## config.mk

```make
export PLATFORM = sky130hd
export DESIGN_NAME = ost_timer_core
export DESIGN_NICKNAME = d
export VERILOG_FILES = /design/src/rtl/ost_pkg.sv /design/src/rtl/ost_counter.sv /design/src/rtl/ost_match_ch.sv /design/src/rtl/ost_event_ctrl.sv /design/src/rtl/ost_timer_core.sv
export SDC_FILE = /design/constraint.sdc
export NUM_CORES = 1
export LEC_CHECK = 0
export ABC_AREA = 0
export BUFFER_PORTS_ARGS = -buffer_cell sky130_fd_sc_hd__buf_2
export CAP_MARGIN = 20
export CORE_ASPECT_RATIO = 0.8
export CORE_UTILIZATION = 30
export CTS_BUF_LIST = sky130_fd_sc_hd__clkbuf_16
export CTS_CLUSTER_DIAMETER = 40
export DETAILED_ROUTE_END_ITERATION = 8
export PLACE_DENSITY = 0.52
export RECOVER_POWER = 100
export SKIP_CTS_REPAIR_TIMING = 1
export SYNTH_ARGS = -nofsm -noshare
export SYNTH_HDL_FRONTEND = slang
export SYNTH_SLANG_ARGS = --single-unit
```

## constraint.sdc

```tcl
create_clock -name clk -period 3.2 [get_ports clk]
set_input_delay 0.32 -clock clk [delete_from_list [all_inputs] [get_ports clk]]
set_output_delay 0.32 -clock clk [all_outputs]
set_load 0.005 [all_outputs]
```

## src/rtl/ost_pkg.sv

```systemverilog
package ost_pkg;
  // word offsets of the register file; compare register n sits at word n
  localparam int WORD_COUNT  = 4;
  localparam int WORD_STATUS = 5;
  localparam int WORD_WDOG   = 6;
  localparam int WORD_IEN    = 7;
  localparam int WORDS_MAPPED = 8;
endpackage

```

## src/rtl/ost_counter.sv

```systemverilog
module ost_counter #(
  parameter int DATA_W = 32
) (
  input  logic              clk,
  input  logic              rst,
  input  logic              tick_i,
  input  logic              load_i,
  input  logic [DATA_W-1:0] load_val_i,
  output logic [DATA_W-1:0] cnt_o,
  output logic [DATA_W-1:0] step_val_o,
  output logic              step_en_o
);
  logic [DATA_W-1:0] cnt_q;

  assign step_val_o = cnt_q + DATA_W'(1);
  assign step_en_o  = tick_i & ~load_i;
  assign cnt_o      = cnt_q;

  always_ff @(posedge clk) begin
    if (rst)            cnt_q <= '0;
    else if (load_i)    cnt_q <= load_val_i;
    else if (step_en_o) cnt_q <= step_val_o;
  end
endmodule

```

## src/rtl/ost_match_ch.sv

```systemverilog
module ost_match_ch #(
  parameter int DATA_W = 32
) (
  input  logic              clk,
  input  logic              rst,
  input  logic              wr_i,
  input  logic [DATA_W-1:0] wdata_i,
  input  logic [DATA_W-1:0] step_val_i,
  input  logic              step_en_i,
  output logic [DATA_W-1:0] match_o,
  output logic              hit_o
);
  logic [DATA_W-1:0] match_q;

  // a hit is the step that lands on the compare value
  assign hit_o   = step_en_i & (step_val_i == match_q);
  assign match_o = match_q;

  always_ff @(posedge clk) begin
    if (rst)       match_q <= '0;
    else if (wr_i) match_q <= wdata_i;
  end
endmodule

```

## src/rtl/ost_event_ctrl.sv

```systemverilog
module ost_event_ctrl #(
  parameter int NUM_CH  = 4,
  parameter int IE_W    = 12,
  parameter int WDOG_CH = 3
) (
  input  logic              clk,
  input  logic              rst,
  input  logic [NUM_CH-1:0] hit_i,
  input  logic              ie_wr_i,
  input  logic              st_wr_i,
  input  logic              wdog_wr_i,
  input  logic [IE_W-1:0]   wdata_i,
  output logic [IE_W-1:0]   ie_o,
  output logic [NUM_CH-1:0] status_o,
  output logic              wdog_o,
  output logic              rst_req_o
);
  logic [IE_W-1:0]   ie_q;
  logic [NUM_CH-1:0] status_q;
  logic              wdog_q;
  logic              rst_req_q;
  logic              wdog_fire;

  assign wdog_fire = hit_i[WDOG_CH] & wdog_q;

  always_ff @(posedge clk) begin
    if (rst) ie_q <= '0;
    else if (ie_wr_i) ie_q <= wdata_i;
  end

  // per channel: clear by one, a gated event wins over a clear
  for (genvar g = 0; g < NUM_CH; g++) begin : g_stat
    logic clr;
    assign clr = st_wr_i & wdata_i[g];
    always_ff @(posedge clk) begin
      if (rst) status_q[g] <= 1'b0;
      else     status_q[g] <= (status_q[g] & ~clr) | (hit_i[g] & ie_q[g]);
    end
  end

  always_ff @(posedge clk) begin
    if (rst) begin
      wdog_q    <= 1'b0;
      rst_req_q <= 1'b0;
    end else if (wdog_fire) begin
      wdog_q    <= 1'b0;
      rst_req_q <= 1'b1;
    end else begin
      rst_req_q <= 1'b0;
      if (wdog_wr_i) wdog_q <= wdata_i[0];
    end
  end

  assign ie_o      = ie_q;
  assign status_o  = status_q;
  assign wdog_o    = wdog_q;
  assign rst_req_o = rst_req_q;
endmodule

```

## src/rtl/ost_timer_core.sv

```systemverilog
module ost_timer_core
  import ost_pkg::*;
#(
  parameter int DATA_W  = 32,
  parameter int NUM_CH  = 4,
  parameter int ADDR_W  = 4,
  parameter int IE_W    = 12,
  parameter int WDOG_CH = 3
) (
  input  logic              clk,
  input  logic              rst,
  input  logic              tick_i,
  input  logic              wr_en_i,
  input  logic              rd_en_i,
  input  logic [ADDR_W-1:0] addr_i,
  input  logic [DATA_W-1:0] wdata_i,
  output logic [DATA_W-1:0] rdata_o,
  output logic              rd_err_o,
  output logic [NUM_CH-1:0] irq_o,
  output logic              rst_req_o
);
  localparam logic [ADDR_W-1:0] A_COUNT  = ADDR_W'(WORD_COUNT);
  localparam logic [ADDR_W-1:0] A_STATUS = ADDR_W'(WORD_STATUS);
  localparam logic [ADDR_W-1:0] A_WDOG   = ADDR_W'(WORD_WDOG);
  localparam logic [ADDR_W-1:0] A_IEN    = ADDR_W'(WORD_IEN);

  logic [DATA_W-1:0]             cnt_q;
  logic [DATA_W-1:0]             step_val;
  logic                          step_en;
  logic                          cnt_ld;
  logic [NUM_CH-1:0][DATA_W-1:0] match_q;
  logic [NUM_CH-1:0]             hit_vec;
  logic [IE_W-1:0]               ie_q;
  logic [NUM_CH-1:0]             status_q;
  logic                          wdog_q;
  logic                          ie_wr, st_wr, wdog_wr;

  assign cnt_ld  = wr_en_i & (addr_i == A_COUNT);
  assign ie_wr   = wr_en_i & (addr_i == A_IEN);
  assign st_wr   = wr_en_i & (addr_i == A_STATUS);
  assign wdog_wr = wr_en_i & (addr_i == A_WDOG);

  ost_counter #(.DATA_W(DATA_W)) u_cnt (
    .clk        (clk),
    .rst        (rst),
    .tick_i     (tick_i),
    .load_i     (cnt_ld),
    .load_val_i (wdata_i),
    .cnt_o      (cnt_q),
    .step_val_o (step_val),
    .step_en_o  (step_en)
  );

  for (genvar g = 0; g < NUM_CH; g++) begin : g_ch
    logic ch_wr;
    assign ch_wr = wr_en_i & (addr_i == ADDR_W'(g));
    ost_match_ch #(.DATA_W(DATA_W)) u_ch (
      .clk        (clk),
      .rst        (rst),
      .wr_i       (ch_wr),
      .wdata_i    (wdata_i),
      .step_val_i (step_val),
      .step_en_i  (step_en),
      .match_o    (match_q[g]),
      .hit_o      (hit_vec[g])
    );
  end

  ost_event_ctrl #(.NUM_CH(NUM_CH), .IE_W(IE_W), .WDOG_CH(WDOG_CH)) u_evt (
    .clk       (clk),
    .rst       (rst),
    .hit_i     (hit_vec),
    .ie_wr_i   (ie_wr),
    .st_wr_i   (st_wr),
    .wdog_wr_i (wdog_wr),
    .wdata_i   (wdata_i[IE_W-1:0]),
    .ie_o      (ie_q),
    .status_o  (status_q),
    .wdog_o    (wdog_q),
    .rst_req_o (rst_req_o)
  );

  // read path: decode, then one register stage
  logic [DATA_W-1:0] rd_mux;
  logic              rd_mapped;

  always_comb begin
    rd_mux    = '0;
    rd_mapped = 1'b1;
    if (addr_i == A_COUNT)       rd_mux = cnt_q;
    else if (addr_i == A_STATUS) rd_mux = DATA_W'(status_q);
    else if (addr_i == A_WDOG)   rd_mux = DATA_W'(wdog_q);
    else if (addr_i == A_IEN)    rd_mux = DATA_W'(ie_q);
    else begin
      rd_mapped = 1'b0;
      for (int i = 0; i < NUM_CH; i++) begin
        if (addr_i == ADDR_W'(i)) begin
          rd_mux    = match_q[i];
          rd_mapped = 1'b1;
        end
      end
    end
  end

  always_ff @(posedge clk) begin
    if (rst) begin
      rdata_o  <= '0;
      rd_err_o <= 1'b0;
    end else begin
      rdata_o  <= rd_en_i ? rd_mux : '0;
      rd_err_o <= rd_en_i & ~rd_mapped;
    end
  end

  assign irq_o = status_q;
endmodule

```

After elaboration in Yosys (flattened, before gate mapping). Index checks and enable logic that the tools add are counted.

Shifts and indexed selects: 0. Multiplexer cells: 19. Divide/modulo/power cells: 0. Equality and inequality tests: 11. Magnitude comparators: 0. Bitwise gates (word level): 38. Reduce and logical (&&, ||, !) cells: 4. Add/subtract/negate cells: 1. $mul: 0.

Operators by type and width (count): $mux 32 (10); $eq 32x32->1 (4); $add 32x1->32 const B (1); $and 1x1->1 (27); $eq 4x3->1 const B (4); $mux 1 (9); $eq 4x2->1 const B (2); $not 1->1 (7); $eq 4x1->1 const B (1); $logic_not 4->1 (1); $or 1x1->1 (4); $reduce_or 2->1 (2); $reduce_bool 2->1 (1).

Input bits: 41. RAM bits: 0. Output and inout port bits: 38. Bits in latches: 0. Logic and storage cells: 87. Memories kept: 0. Bits in registers: 211. ROM bits: 0.

Logic depth before layout (Yosys ltp).
Depth in word-level cells: 11. Gate-level depth with buffers: 11. Depth with buffers taken out: 9.

Cells and area by module. Synthesis repeated with hierarchy kept, for this count alone.

Cell total of the unflattened synthesis: 1246. Area total of the unflattened synthesis: 11499.8 µm².

By module, submodules not included: ost_match_ch (times used 4, cells an instance 147, seq. area each 640.6 µm², area an instance 1475.2 µm²); ost_counter (times used 1, cells an instance 321, seq. area each 640.6 µm², area an instance 2478.6 µm²); ost_timer_core (times used 1, cells an instance 276, seq. area each 660.6 µm², area an instance 2473.6 µm²); ost_event_ctrl (times used 1, cells an instance 61, seq. area each 360.3 µm², area an instance 646.9 µm²).

Worst setup path after synthesis. Ideal clock, no wire load.

Kind: register to register. Start point: reg u_cnt.cnt_q[1], in the netlist u_cnt.cnt_o[1]. End point: reg u_evt.status_q[2], in the netlist u_evt.status_o[2]. Path buffers: 0. Cell stages (with the launch flop): 10. Clock period less this slack: 3245 ps. Required time: 3116 ps. Arrival: 3161 ps. Setup slack: -45 ps. Library setup time: 84 ps. Cells stage by stage: dfxtp_1 -> ha_1 -> nand4_1 -> nor4_2 -> xnor2_1 -> nor2_1 -> a2111o_1 -> or4_1 -> or4_1 -> o31ai_2.

Longest elaborated chain between the ends: 5.

RTL lines: start: declaration (line ost_counter.sv:13) `logic [DATA_W-1:0] cnt_q;`; start signal: assignment (line ost_counter.sv:21) `else if (load_i) cnt_q <= load_val_i;`; start signal: assignment (line ost_counter.sv:22) `else if (step_en_o) cnt_q <= step_val_o;`; $add 32x1->32 (line ost_counter.sv:15) `assign step_val_o = cnt_q + DATA_W'(1);`; $eq 32x32->1 (line ost_match_ch.sv:16) `assign hit_o = step_en_i & (step_val_i == match_q);`; $and 1x1->1 (line ost_match_ch.sv:16); $and 1x1->1 (line ost_event_ctrl.sv:37) `else status_q[g] <= (status_q[g] & ~clr) | (hit_i[g] & ie_q[g]);`; $or 1x1->1 (line ost_event_ctrl.sv:37); end signal: indexed assignment (line ost_event_ctrl.sv:37); end: declaration (line ost_event_ctrl.sv:19) `logic [NUM_CH-1:0] status_q;`.

Every way passes these cells. A chain may end at the register's enable or synchronous reset.

Final worst setup path.
Start point: reg u_cnt.cnt_q[0], in the netlist u_cnt.cnt_o[0]. End point: reg u_evt.status_q[1], in the netlist u_evt.status_o[1].

Same word-level chain as after synthesis.

==> run_results.csv <==
group,metric,value,unit
outcome,status,"finished with violations",
outcome,violations,"max-capacitance violations, max-slew violations",
floorplanning,core,39900,um2
cells_and_area,final_cell_mix,"nand2_1, dfxtp_1, a21oi_1, buf_4, nor2_1",
worst_setup_path,critPathArrivalTime,3.50,ns
cells_and_area,multi_input_area,7610,um2
worst_setup_path,critPathKind,"flip-flop to flip-flop",
grt,grt_pass1_wl,80.5,mm
detailed_routing,vias,12835,
detailed_routing,drtPass1Iterations,7,
timing,finalSetupTns,0,ns
logic_synthesis,syn-num-nets,1626,
power_and_ir_drop,vdd_drop_max,347,uV
logic_synthesis,netlist.area_leader.share,34.5,%
grt,grt_max_degree,94,
detailed_routing,drtIter0Drc,1446,
grt,grt_pass1_vias,12018,
logic_synthesis,synth_area_leaders,"dfxtp_1, nand2_1, a21oi_1, xnor2_1, xor2_1",
clock_network,root_buffer,"clkbuf_16",
flow_run,maxCapViolCount,1,
power_and_ir_drop,p_leak,0.00526,uW
power_and_ir_drop,clockPowerShare,53.3,%
logic_synthesis,synth_area_per_cell,7.74,um2
power_and_ir_drop,p_total,7120,uW
logic_synthesis,synth_edf_count,0,
logic_synthesis,synth_area,12300,um2
placed_design,place_area,13900,um2
power_and_ir_drop,powerDensity,471,nW/um2
floorplanning,dieArea,41700,um2
timing,setup_viol,0,
logic_synthesis,seq_area_frac_synth,34.5,%
timing,min_period,3.06,ns
grt,antenna_found_initial,1,
clock_network,cts.path.max_buffers,3,
cells_and_area,fin_util,37.9,%
power_and_ir_drop,p_seq_share,38.1,%
logic_synthesis,synthArstFlopShare,0,%
detailed_routing,drc_errors,0,
floorplanning,initial_utilization,30.8,%
cells_and_area,fillers,4185,
clock_network,numCtsBuffers,37,
timing,rsz0062_at_grt,"false",
detailed_routing,vias_per_cell,5.65,
cells_and_area,design_area,15100,um2
worst_setup_path,path_max_fanout,10,
timing,fin_skew,0.0145,ns
power_and_ir_drop,combPwrFrac,8.7,%
cells_and_area,syn_to_final_growth,23.2,%
clock_network,cts.sinks,211,
cells_and_area,nNetsFinal,1751,
worst_setup_path,crit_chain,"ha_1, nand4_1, or4_4, buf_4, o21ai_2, buf_4, and2_1, buf_4, xnor2_1, a211oi_1, nand4_1, o31ai_1",
power_and_ir_drop,p_int,5200,uW
floorplanning,die_h,183,um
logic_synthesis,yosysTopAreaCell,"dfxtp_1",
hold_path,hold_class,"primary input to flip-flop",
worst_setup_path,worst-path-buf-inv,3,
grt,track_usage,25.8,%
logic_synthesis,syn_inst,1584,
detailed_routing,ant_nets,0,
power_and_ir_drop,net-switching-power,1920,uW
worst_setup_path,worstSetupStartpointType,"flip-flop",
logic_synthesis,ys_seq_elements,211,
worst_setup_path,critPathSlowestCell,"or4_4",
logic_synthesis,yosys_warnings,0,
clock_network,htreeDepth,2,
worst_setup_path,critPathCaptureType,"flip-flop",
worst_setup_path,critical_path_required,3.63,ns
power_and_ir_drop,sw_frac_of_total,27.0,%
worst_setup_path,path_common_cell,"buf_4",
detailed_routing,drt_wl_total,54.4,mm
worst_setup_path,slowest_delay,0.63,ns
placed_design,portBuffers,78,
timing,clock.fmax,326,MHz
logic_synthesis,synthFlopType,"dfxtp_1",
timing,drv_slew,38,
timing,worstMarginPinSlew,1.74,ns
grt,overflow,0,
worst_setup_path,crit_family,"simple AND/OR/NAND/NOR gates",
placed_design,gp_congestion,0.989,
timing,finalCritPeriodShare,95.7,%
cells_and_area,drive_gt1_share,16.9,%
cells_and_area,diodes,0,
placed_design,dp_hpwl,40.5,mm
logic_synthesis,synth_cell_types,75,
detailed_routing,avgRoutedWirePerCell,23.9,um
cells_and_area,mostFrequentLayoutCell,"nand2_1",
clock_network,clk_pin_slew_worst_paths,0.06,ns
clock_network,insertion_delay,0.53,ns
timing,hold_viol_final,0,
floorplanning,io-pin-count,79,
timing,slew-limit-headroom,-16.2,%
floorplanning,die_w,228,um
cells_and_area,regArea,4220,um2
clock_network,cts_tree,"done",
floorplanning,std_cell_rows,65,
layer usage:
layer / share of wire, % / global-route usage, % / vias up / wire length [um]
li1: - / - / 5864 / -
met1: 48 / 38.5 / 6261 / 26000
met2: 40 / 37.0 / 629 / 21900
met3: 10 / 6.22 / 81 / 5480
met4: 1.9 / 5.61 / 0 / 1020
met5: 0 / 0 / - / 0
state kept, by name (all words and copies together) (netlist names):
signal	cells
u_evt.status_o	4
u_evt.wdog_o	1
u_evt.ie_o	12
u_evt.rst_req_o	1
u_cnt.cnt_o	32
rdata_o	32
g_ch.u_ch.match_o	128
rd_err_o	1
power groups by stage:
stage	Combinational (uW)	Clock, uW	Sequential [uW]
final	618	3790	2710
after global placement	595	0	2760
after detailed placement	596	0	2760
after global routing	653	3980	2710
after CTS	599	3840	2710
after floorplan	332	0	2750
final timing paths:
path / startpoint / slack, ns / to / cells after the start
max: u_cnt.cnt_o[0]$_SDFFE_PP0P_ / 0.14 / u_evt.status_o[1]$_SDFF_PP0_ / 12
min: wdata_i[22] / 0.08 / g_ch[3].u_ch.match_o[22]$_SDFFE_PP0P_ / 3
max reg2reg: u_cnt.cnt_o[0]$_SDFFE_PP0P_ / 0.14 / u_evt.status_o[1]$_SDFF_PP0_ / 12
min reg2reg: u_evt.ie_o[4]$_SDFFE_PP0P_ / 0.46 / u_evt.ie_o[4]$_SDFFE_PP0P_ / 2
logic make-up (layout without fill, tap and decap cells):
| logic type | Yosys count | after routing | share of synthesized area (%) |
|---|---|---|---|
| compound gates | 343 | 343 | 17.9 |
| fa+ha+maj | 1 | 1 | 0.102 |
| flops | 211 | 211 | 34.5 |
| xor+xnor | 147 | 147 | 11.3 |
| simple gates | 690 | 690 | 26.2 |
| mux | 48 | 48 | 5.49 |
| buf+inv | 144 | 297 | 4.50 |
cells in the mapped netlist (all sizes together), types with 4 or more instances:
cell type	count
nand2	358
dfxtp	211
a21oi	160
nor2	111
clkbuf	102
xnor2	90
xor2	50
nand3	40
o21ai	37
a211oi	36
nand4	33
nor4	32
nor3	30
mux2i	29
buf	24
inv	18
a222oi	17
mux4	15
a22oi	13
or3	13
nor3b	12
a22o	10
nand3b	10
and3	9
a31oi	8
o22ai	8
and2	7
nor2b	7
a2111oi	6
a311oi	6
and4	6
o211ai	5
or4	5
xnor3	5
mux2	4
nand2b	4
o2111ai	4
o221ai	4
cell type report:
class / instances / share of cell area, %
Clock buffer: 39 / 6.46
Clock inverter: 28 / 1.40
Inverter: 18 / 0.447
Multi-Input combinational cell: 1229 / 50.4
Sequential cell: 211 / 28.0
Tap cell: 536 / 4.44
Timing Repair Buffer: 212 / 8.89
metrics by stage:
stage          hold slack, ns  instances  setup WS (ns)
2_1_floorplan           0.436       1584        0.00979
3_3_place_gp            0.441       2202         -0.135
3_5_place_dp            0.448       2202         -0.181
4_1_cts                0.0650       2269         -0.205
5_1_grt                0.0807       2273         0.0217
6_report               0.0789       2273          0.137
worst register-to-register path, stage by stage (launching register included):
cell and delay (ns):
dfxtp_1 0.33, ha_1 0.19, nand4_1 0.21, or4_4 0.63, buf_4 0.21, o21ai_2 0.16, buf_4 0.14, and2_1 0.15
buf_4 0.14, xnor2_1 0.09, a211oi_1 0.30, nand4_1 0.19, o31ai_1 0.25
No activity file was read; power rests on OpenSTA's default activity.
